### src/rtl/fwb_pkg.sv
package fwb_pkg;
  typedef enum logic [1:0] {ST_IDLE, ST_ISSUE, ST_DONE} seq_state_t;

  localparam logic [7:0] OP_READ      = 8'h03;
  localparam logic [7:0] OP_FAST_READ = 8'h0B;
  localparam logic [7:0] OP_PROGRAM   = 8'h02;
  localparam logic [7:0] OP_AAI       = 8'hAD;

  localparam logic [1:0] SZ_BYTE = 2'd0;
  localparam logic [1:0] SZ_WORD = 2'd1;
  localparam logic [1:0] SZ_LONG = 2'd2;

  // Window length in 64 KB units: 16 << size_code
  function automatic logic [16:0] win_units(input logic [2:0] code);
    return 17'd16 << code;
  endfunction

  function automatic logic [2:0] byte_count(input logic [1:0] code);
    return 3'd1 << code;
  endfunction

  function automatic logic [7:0] pick_op(input logic wr, input logic fast,
                                         input logic aai);
    if (wr) return aai ? OP_AAI : OP_PROGRAM;
    return fast ? OP_FAST_READ : OP_READ;
  endfunction
endpackage

### src/rtl/fwb_window_map.sv
module fwb_window_map #(
  parameter int HA_W = 32,
  parameter int FA_W = 24,
  parameter int MAX_SIZE_CODE = 4,
  localparam int HALF = HA_W / 2
) (
  input  logic [HALF-1:0] base,
  input  logic [2:0]      size_code,
  input  logic [HA_W-1:0] addr,
  output logic            hit,
  output logic [FA_W-1:0] faddr
);
  import fwb_pkg::*;

  logic [HALF:0] offset;
  logic [HA_W-1:0] full;
  logic [16:0] limit;

  always_comb begin
    offset = {1'b0, addr[HA_W-1:HALF]} - {1'b0, base};
    limit  = win_units(size_code);
    hit    = !offset[HALF] && (int'(size_code) <= MAX_SIZE_CODE)
             && ({1'b0, offset[HALF-1:0]} < limit);
    full   = {offset[HALF-1:0], addr[HALF-1:0]};
    faddr  = full[FA_W-1:0];
  end
endmodule

### src/rtl/fwb_cmd_select.sv
module fwb_cmd_select (
  input  logic       write,
  input  logic       fwh,
  input  logic [1:0] size,
  input  logic       direct_wr_en,
  input  logic       fast_read,
  input  logic       aai_mode,
  output logic       size_ok,
  output logic       to_spi,
  output logic       to_fw,
  output logic [7:0] instr,
  output logic [2:0] count
);
  import fwb_pkg::*;

  always_comb begin
    size_ok = (size != 2'd3) && (fwh || size == SZ_BYTE);
    to_spi  = !write || direct_wr_en;
    to_fw   = write && !direct_wr_en;
    instr   = pick_op(write, fast_read, aai_mode);
    count   = byte_count(size);
  end
endmodule

### src/rtl/fwb_seq.sv
module fwb_seq #(
  parameter int FA_W = 24,
  parameter int DW = 32
) (
  input  logic            clk,
  input  logic            rst_n,
  input  logic            req_valid,
  input  logic            accept_ok,
  input  logic            to_spi,
  input  logic            to_fw,
  input  logic [7:0]      instr_in,
  input  logic [FA_W-1:0] addr_in,
  input  logic [2:0]      count_in,
  input  logic [DW-1:0]   wdata_in,
  input  logic            is_read,
  input  logic            flag_clr,
  input  logic            spi_ack,
  input  logic [DW-1:0]   spi_rdata,
  output logic            take,
  output logic            fwd_evt,
  output logic            trap_evt,
  output logic            spi_req,
  output logic [7:0]      spi_instr,
  output logic [FA_W-1:0] spi_addr,
  output logic [2:0]      spi_count,
  output logic [DW-1:0]   spi_wdata,
  output logic            long_wait,
  output logic            sync,
  output logic [DW-1:0]   rdata,
  output logic            trap_flag
);
  import fwb_pkg::*;

  seq_state_t state;
  logic       rd_pending;

  assign take      = req_valid && (state == ST_IDLE);
  assign fwd_evt   = take && accept_ok && to_spi;
  assign trap_evt  = take && accept_ok && to_fw;
  assign spi_req   = (state == ST_ISSUE);
  assign long_wait = (state == ST_ISSUE);
  assign sync      = (state == ST_DONE);

  always_ff @(posedge clk or negedge rst_n) begin
    if (!rst_n) begin
      state      <= ST_IDLE;
      spi_instr  <= '0;
      spi_addr   <= '0;
      spi_count  <= '0;
      spi_wdata  <= '0;
      rdata      <= '0;
      rd_pending <= 1'b0;
    end else begin
      case (state)
        ST_IDLE: begin
          if (fwd_evt) begin
            state      <= ST_ISSUE;
            spi_instr  <= instr_in;
            spi_addr   <= addr_in;
            spi_count  <= count_in;
            spi_wdata  <= wdata_in;
            rd_pending <= is_read;
          end else if (trap_evt) begin
            state <= ST_DONE;
          end
        end
        ST_ISSUE: begin
          if (spi_ack) begin
            state <= ST_DONE;
            if (rd_pending) rdata <= spi_rdata;
          end
        end
        default: state <= ST_IDLE;
      endcase
    end
  end

  always_ff @(posedge clk or negedge rst_n) begin
    if (!rst_n)        trap_flag <= 1'b0;
    else if (trap_evt) trap_flag <= 1'b1;
    else if (flag_clr) trap_flag <= 1'b0;
  end
endmodule

### src/rtl/flash_window_bridge.sv
module flash_window_bridge #(
  parameter int HA_W = 32,
  parameter int FA_W = 24,
  parameter int DW = 32,
  parameter int MAX_SIZE_CODE = 4,
  localparam int HALF = HA_W / 2
) (
  input  logic            clk,
  input  logic            rst_n,
  input  logic [HALF-1:0] cfg_base,
  input  logic [2:0]      cfg_size,
  input  logic            cfg_direct_wr_en,
  input  logic            cfg_fast_read,
  input  logic            cfg_aai_mode,
  input  logic            fw_flag_clr,
  input  logic            req_valid,
  input  logic [HA_W-1:0] req_addr,
  input  logic            req_write,
  input  logic            req_fwh,
  input  logic [1:0]      req_size,
  input  logic [DW-1:0]   req_wdata,
  output logic            host_long_wait,
  output logic            host_sync,
  output logic [DW-1:0]   host_rdata,
  output logic            fw_trap_flag,
  output logic            spi_req,
  output logic [7:0]      spi_instr,
  output logic [FA_W-1:0] spi_addr,
  output logic [2:0]      spi_count,
  output logic [DW-1:0]   spi_wdata,
  input  logic            spi_ack,
  input  logic [DW-1:0]   spi_rdata
);
  logic            win_hit;
  logic [FA_W-1:0] win_faddr;
  logic            size_ok, to_spi, to_fw;
  logic [7:0]      sel_instr;
  logic [2:0]      sel_count;
  logic            accept_ok;
  logic            req_take, fwd_evt, trap_evt;

  fwb_window_map #(.HA_W(HA_W), .FA_W(FA_W), .MAX_SIZE_CODE(MAX_SIZE_CODE)) u_map (
    .base(cfg_base), .size_code(cfg_size), .addr(req_addr),
    .hit(win_hit), .faddr(win_faddr)
  );

  fwb_cmd_select u_sel (
    .write(req_write), .fwh(req_fwh), .size(req_size),
    .direct_wr_en(cfg_direct_wr_en), .fast_read(cfg_fast_read),
    .aai_mode(cfg_aai_mode), .size_ok(size_ok), .to_spi(to_spi),
    .to_fw(to_fw), .instr(sel_instr), .count(sel_count)
  );

  assign accept_ok = win_hit && size_ok;

  fwb_seq #(.FA_W(FA_W), .DW(DW)) u_seq (
    .clk(clk), .rst_n(rst_n), .req_valid(req_valid), .accept_ok(accept_ok),
    .to_spi(to_spi), .to_fw(to_fw), .instr_in(sel_instr), .addr_in(win_faddr),
    .count_in(sel_count), .wdata_in(req_wdata), .is_read(!req_write),
    .flag_clr(fw_flag_clr), .spi_ack(spi_ack), .spi_rdata(spi_rdata),
    .take(req_take), .fwd_evt(fwd_evt), .trap_evt(trap_evt),
    .spi_req(spi_req), .spi_instr(spi_instr), .spi_addr(spi_addr),
    .spi_count(spi_count), .spi_wdata(spi_wdata), .long_wait(host_long_wait),
    .sync(host_sync), .rdata(host_rdata), .trap_flag(fw_trap_flag)
  );
endmodule

### config.mk
export PLATFORM = sky130hd
export DESIGN_NAME = flash_window_bridge
export DESIGN_NICKNAME = d
export VERILOG_FILES = /design/src/rtl/fwb_pkg.sv /design/src/rtl/fwb_window_map.sv /design/src/rtl/fwb_cmd_select.sv /design/src/rtl/fwb_seq.sv /design/src/rtl/flash_window_bridge.sv
export SDC_FILE = /design/constraint.sdc
export NUM_CORES = 1
export LEC_CHECK = 0
export BUFFER_PORTS_ARGS = -buffer_cell sky130_fd_sc_hd__buf_2
export CAP_MARGIN = 20
export CORE_ASPECT_RATIO = 0.8
export CORE_MARGIN = 3
export CORE_UTILIZATION = 50
export CTS_BUF_LIST = sky130_fd_sc_hd__clkbuf_8 sky130_fd_sc_hd__clkbuf_16
export DETAILED_ROUTE_END_ITERATION = 7
export PLACE_DENSITY = 0.84
export SYNTH_ARGS = -nofsm -noshare
export SYNTH_HDL_FRONTEND = slang
export SYNTH_SLANG_ARGS = --single-unit
export TNS_END_PERCENT = 5
### constraint.sdc
create_clock -name clk -period 4 [get_ports clk]
set_input_delay 0.8 -clock clk [delete_from_list [all_inputs] [get_ports clk]]
set_output_delay 0.8 -clock clk [all_outputs]
set_load 0.03 [all_outputs]
Word-level counts from Yosys, hierarchy flattened
Cells that the tools add are included.
{ "totals": {"ff_bits": 103, "input_bits": 127, "output_inout_bits": 103} }
{ "classes": {"n_addsub": 1, "magnitude_cmp": 2, "eq_ne": 5, "shifts": 2, "n_mux": 11, "reduce_logical": 20} }
{ "ops": {"columns": ["operator", "count"], "rows": [
  ["2-to-1 mux 8 bit", 3],
  ["less-than comparator 16 x 17 -> 1 bit", 1],
  ["left shift 5 x 3 -> 17 bit (first input constant)", 1],
  ["subtractor 16 x 16 -> 17 bit", 1],
  ["logical AND 1 bit", 9],
  ["2-to-1 mux 2 bit", 3],
  ["zero test 2 bit", 2],
  ["2-to-1 mux 4 bit", 1],
  ["one-hot mux 2 bit (2 select lines)", 1],
  ["AND reduction 2 bit", 2],
  ["<= comparator 3 bit (second input constant)", 1],
  ["zero test 1 bit", 3],
  ["2-to-1 mux 1 bit", 3],
  ["!= test 3 bit (second input constant)", 1],
  ["AND reduction 3 bit", 1],
  ["left shift 1 x 2 -> 3 bit (first input constant)", 1],
  ["== test 2 x 1 -> 1 bit (second input constant)", 1],
  ["== test 2 bit (second input constant)", 1],
  ["logical OR 1 bit", 2],
  ["!= test 2 x 1 -> 1 bit (second input constant)", 1],
  ["!= test 2 bit (second input constant)", 1],
  ["nonzero test 2 bit", 1]
]} }

Depth between registers and ports, before layout
{ "depth": {"word_depth": 10, "depth_mapped": 17} }

Modules after synthesis
A second synthesis with hierarchy kept.
{ "hier_totals": {"cells_unflattened": 434, "hier_area_um2": 5336.4} }
{ "modules_own_cells": {"columns": ["mod", "instances", "cells_each", "area_per_inst_um2"], "rows": [
  ["fwb_seq", 1, 230, 3896.2],
  ["fwb_window_map", 1, 184, 1333.8],
  ["fwb_cmd_select", 1, 18, 96.3],
  ["flash_window_bridge", 1, 2, 10.0]
]} }

Least setup slack after synthesis
Ideal clock, no wire load.
{ "synth_timing": {"kind": "input to register", "start": "input cfg_base[2]", "end": "register u_seq.spi_addr[0]", "arrival_ns": 4.418, "required_ns": 3.875, "slack_ns": -0.543, "stages": 17, "path_buffers": 2, "cell_sequence": "inv_1 ha_1 a21oi_1 a2111oi_0 or2_1 clkbuf_1 a21oi_1 xnor2_1 ha_1 or4b_4 a21oi_2 nand4_1 nor4_2 o2111ai_2 nor4_4 buf_6 mux2_4"} }
{ "synth_via": {"elab_chain_len": 8, "elab_cells_between_ends": 9, "classes_between": "add/sub (1); order compare (1); reduce/logical (7)"} }
{ "synth_lines": {"columns": ["item", "line", "source"], "rows": [
  ["start, declared", "flash_window_bridge.sv:10", "input logic [HALF-1:0] cfg_base,"],
  ["subtractor 16 x 16 -> 17 bit *", "fwb_window_map.sv:20", "offset = {1'b0, addr[HA_W-1:HALF]} - {1'b0, base};"],
  ["parallel branches: the longest is 2 deep, another holds less-than comparator 16 x 17 -> 1 bit", null, null],
  ["logical AND 1 bit *", "fwb_window_map.sv:23", "&& ({1'b0, offset[HALF-1:0]} < limit);"],
  ["logical AND 1 bit *", "flash_window_bridge.sv:54", "assign accept_ok = win_hit && size_ok;"],
  ["logical AND 1 bit * (2 in a row)", "fwb_seq.sv:38", "assign fwd_evt = take && accept_ok && to_spi;"],
  ["AND reduction 2 bit (no line) *", null, null],
  ["end signal, assigned", "fwb_seq.sv:59", "spi_addr <= addr_in;"],
  ["end, declared", "fwb_seq.sv:24", "output logic [FA_W-1:0] spi_addr,"]
]} }
Mark *: on every way between the ends.
A chain may end at the register's enable or synchronous reset.

Worst setup path in the final report
{ "layout_timing": {"start": "input cfg_base[2]", "end": "register u_seq.spi_wdata[13]"} }
{ "layout_via": {"elab_chain_len": 8, "elab_cells_between_ends": 9, "classes_between": "add/sub (1); order compare (1); reduce/logical (7)"} }
{ "layout_lines": {"columns": ["item", "line", "source"], "rows": [
  ["subtractor 16 x 16 -> 17 bit *", "fwb_window_map.sv:20", null],
  ["parallel branches: the longest is 2 deep, another holds less-than comparator 16 x 17 -> 1 bit", null, null],
  ["logical AND 1 bit *", "fwb_window_map.sv:23", null],
  ["logical AND 1 bit *", "flash_window_bridge.sv:54", null],
  ["logical AND 1 bit * (2 in a row)", "fwb_seq.sv:38", null],
  ["AND reduction 2 bit (no line) *", null, null],
  ["end signal, assigned", "fwb_seq.sv:61", "spi_wdata <= wdata_in;"],
  ["end, declared", "fwb_seq.sv:26", "output logic [DW-1:0] spi_wdata,"]
]} }
Marked as above.

==> results.yml <==
yosys:
  ys_seq_area_frac: 0.469
  synth_warnings: 0
  syn_inst: 421
  synth-async-reset-ratio: 1.00
  synth_edf_count: 0
  ys_ff_latch: 99
  synth.avg_cell_area_um2: 12.5
  yosysUniqueCellTypes: 55
  ys.flop_type: "dfrtp_1"
  syn_area_um2: 5280
power_and_ir_drop:
  leakage_nw: 4.10
  p_comb_frac: 0.239
  vdd_drop_max_uv: 205
  p_sw_frac: 0.287
  total_power_mw: 2.54
  clockPowerShare: 0.338
  cellPowerDensity_nw_per_um2: 343
  intPower_mw: 1.81
  power_frac_seq: 0.423
  p_switching_mw: 0.728
cts:
  cts_buffer_depth: 2
  cts_root_buf: "clkbuf_16"
  cts_buffers: 9
  numClockSinks: 99
  path_clk_slew_ps: 70
  clk-insertion-delay-late_ps: 340
  htreeDepth: 3
  hold_buffers: 0
  cts_tree: "done"
sta:
  worst_slew_pin_slew_ps: 807
  post-route-min-period_ps: 4120
  max_freq_mhz: 243
  clock_skew_ps: 7.67
  worst_slack_ps: -124
  rsz0062_at_grt: "true"
  slew_headroom: 0.448
  finalCritPeriodShare: 1.03
  hold_viol_final: 0
  final_max_slew_viol_count: 0
  setup_viol: 59
setup_path:
  critPathRequiredTime_ps: 4220
  timing.critical_path.arrival_ps: 4350
  cp-start-kind: "input pin"
  cp-end-kind: "flip-flop"
  r2r-end: "u_seq.spi_wdata[13]$_DFFE_PN0P_"
  r2r_slack_ps: 1410
  reg2reg_depth: 9
  r2r-start: "u_seq.state[1]$_DFFE_PN0P_"
  criticalPathCategory: "in2reg"
  crit_fanout: 12
cells_and_area:
  nNetsFinal: 846
  final_util: 0.742
  drive_gt1_frac: 0.595
  fillers: 695
  stdcell_count: 836
  area_growth_pct: 40.1
  multi_input_area_um2: 2700
  regArea_um2: 2480
  stdcell_area_um2: 7400
  final_cell_mix: "buf_2 (222), dfrtp_1 (99), mux2_4 (58)"
  layout_commonest_cell: "buf_2"
grt:
  grt_usage: 0.245
  grt_max_degree: 42
  grt_overflow: 0
  grt_pass1_wl_um: 23300
  first_global_vias: 4650
  antenna_found_initial: 1
status:
  violations: "negative setup slack"
  status: "finished, violations left"
floorplan:
  core-area_um2: 9970
  die_y_um: 97.9
  dieArea_um2: 11800
  die_w_um: 121
  start_util: 0.530
  num_io_pins: 230
  row_count: 32
detailed_routing:
  wl_per_cell_um: 17.4
  via_per_inst: 5.24
  drc: 0
  drtIter0Drc: 236
  routed_wl_um: 14500
  dr.pass1.iters: 5
  num_vias: 4380
  ant_nets: 0
placed_design:
  pre_cts_ws_ps: -692
  io_buffers: 227
  dpl_cell_area_um2: 6990
  hpwl_um: 11700
  dp.cells: 817
  place.gp.congestion: 0.963
run:
  cap_violations: 0
hold_path:
  hold_path.class: "in2async"
cell usage after synthesis (all sizes together) (2+ instances only):
cell type / number / area share
o21ai: 16 / 0.015
nand2b: 3 / 0.0036
nor3: 5 / 0.0047
mux2: 93 / 0.24
or3: 2 / 0.0024
o21a: 2 / 0.0028
dfrtp: 99 / 0.47
a2111oi: 2 / 0.0033
mux2i: 2 / 0.0038
ha: 24 / 0.057
nand4: 4 / 0.0047
or3b: 2 / 0.0033
o31ai: 3 / 0.0043
a211o: 2 / 0.0033
a21o: 5 / 0.0071
nand3: 9 / 0.0085
o211ai: 3 / 0.0043
nor4: 2 / 0.0064
inv: 32 / 0.023
xor2: 2 / 0.0033
o2111ai: 2 / 0.0045
and3: 3 / 0.0036
nand2: 16 / 0.011
and2: 2 / 0.0024
a21oi: 17 / 0.017
clkbuf: 2 / 0.0014
buf: 16 / 0.025
nor2b: 6 / 0.0071
xnor2: 7 / 0.012
nand3b: 6 / 0.0085
nor2: 15 / 0.011
cell families (layout without fill, tap and decap cells):
kind of cell / after synthesis / count (layout) / share of synthesized area
other cells: 1 / 3 / 0.000710
buf+inv: 50 / 327 / 0.0488
simple gates: 81 / 81 / 0.0872
compound gates: 61 / 61 / 0.0761
xor+xnor: 9 / 9 / 0.0149
fa+ha+maj: 25 / 25 / 0.0606
flops: 99 / 99 / 0.469
mux: 95 / 95 / 0.243
worst max path at each step:
stage	to	from	slack, ps	cells past startpoint
6_report	u_seq.spi_wdata[13]$_DFFE_PN0P_	cfg_base[2]	-120	18
4_1_cts	u_seq.spi_wdata[13]$_DFFE_PN0P_	cfg_base[2]	-100	18
3_3_place_gp	u_seq.spi_addr[18]$_DFFE_PN0P_	cfg_base[0]	-580	17
2_1_floorplan	u_seq.spi_addr[0]$_DFFE_PN0P_	cfg_base[2]	-470	17
5_1_grt	u_seq.spi_addr[14]$_DFFE_PN0P_	cfg_base[2]	-280	18
3_5_place_dp	u_seq.spi_addr[18]$_DFFE_PN0P_	cfg_base[2]	-690	18
what timing repair did:
action	CTS	global route
pin swaps	3	2
gates resized for setup	14	7
cloned	0	0
setup endpoints to repair	63	64
setup buffers	1	1
metrics by stage:
stage	hold WS [ps]	TNS, ps
after floorplan	467	-28290
after global placement	481	-34350
after detailed placement	488	-41830
after CTS	439	-4670
after global routing	449	-15930
final	432	-6170
flip-flops by register name, summed over array words and instances, names as in the netlist:
| name | count |
|---|---|
| u_seq.trap_flag | 1 |
| u_seq.spi_count | 3 |
| u_seq.state | 2 |
| u_seq.spi_wdata | 32 |
| u_seq.spi_instr | 4 |
| u_seq.rd_pending | 1 |
| u_seq.spi_addr | 24 |
| u_seq.rdata | 32 |
layer usage:
| metal | global-route usage | routed length (µm) |
|---|---|---|
| met5 | 0 | 0 |
| met4 | 0.0645 | 327 |
| met3 | 0.0718 | 1050 |
| met2 | 0.429 | 7440 |
| met1 | 0.295 | 5730 |
critical path, stage by stage:
cell and delay, ps:
buf_8 90, inv_8 30, ha_4 260, nand3b_1 110, a2111oi_2 370, or2_1 200, a21oi_2 70, xnor2_1 140
ha_2 190, or4b_4 550, a21oi_2 120, nand4_1 110, nor4_2 200, o2111ai_2 220, nor4_4 220, buf_12 190
buf_12 160, mux2_4 310
cell type report:
class	count	share of cell area
multi-input cells	273	0.365
clock inverters	7	0.0101
diodes	1	0.000338
repair buffers	279	0.219
clock buffers	9	0.0304
flip-flops and latches	99	0.335
inverters	32	0.0173
well taps	136	0.0230
power groups by stage:
stage	clock network, mW	logic (mW)	registers [mW]
floorplan	0	0.261	1.18
global placement	0	0.570	1.09
detailed placement	0	0.591	1.09
CTS	0.877	0.605	1.07
global route	0.935	0.659	1.08
finish	0.859	0.607	1.07
Note: power is estimated with default switching activity, not from simulation.
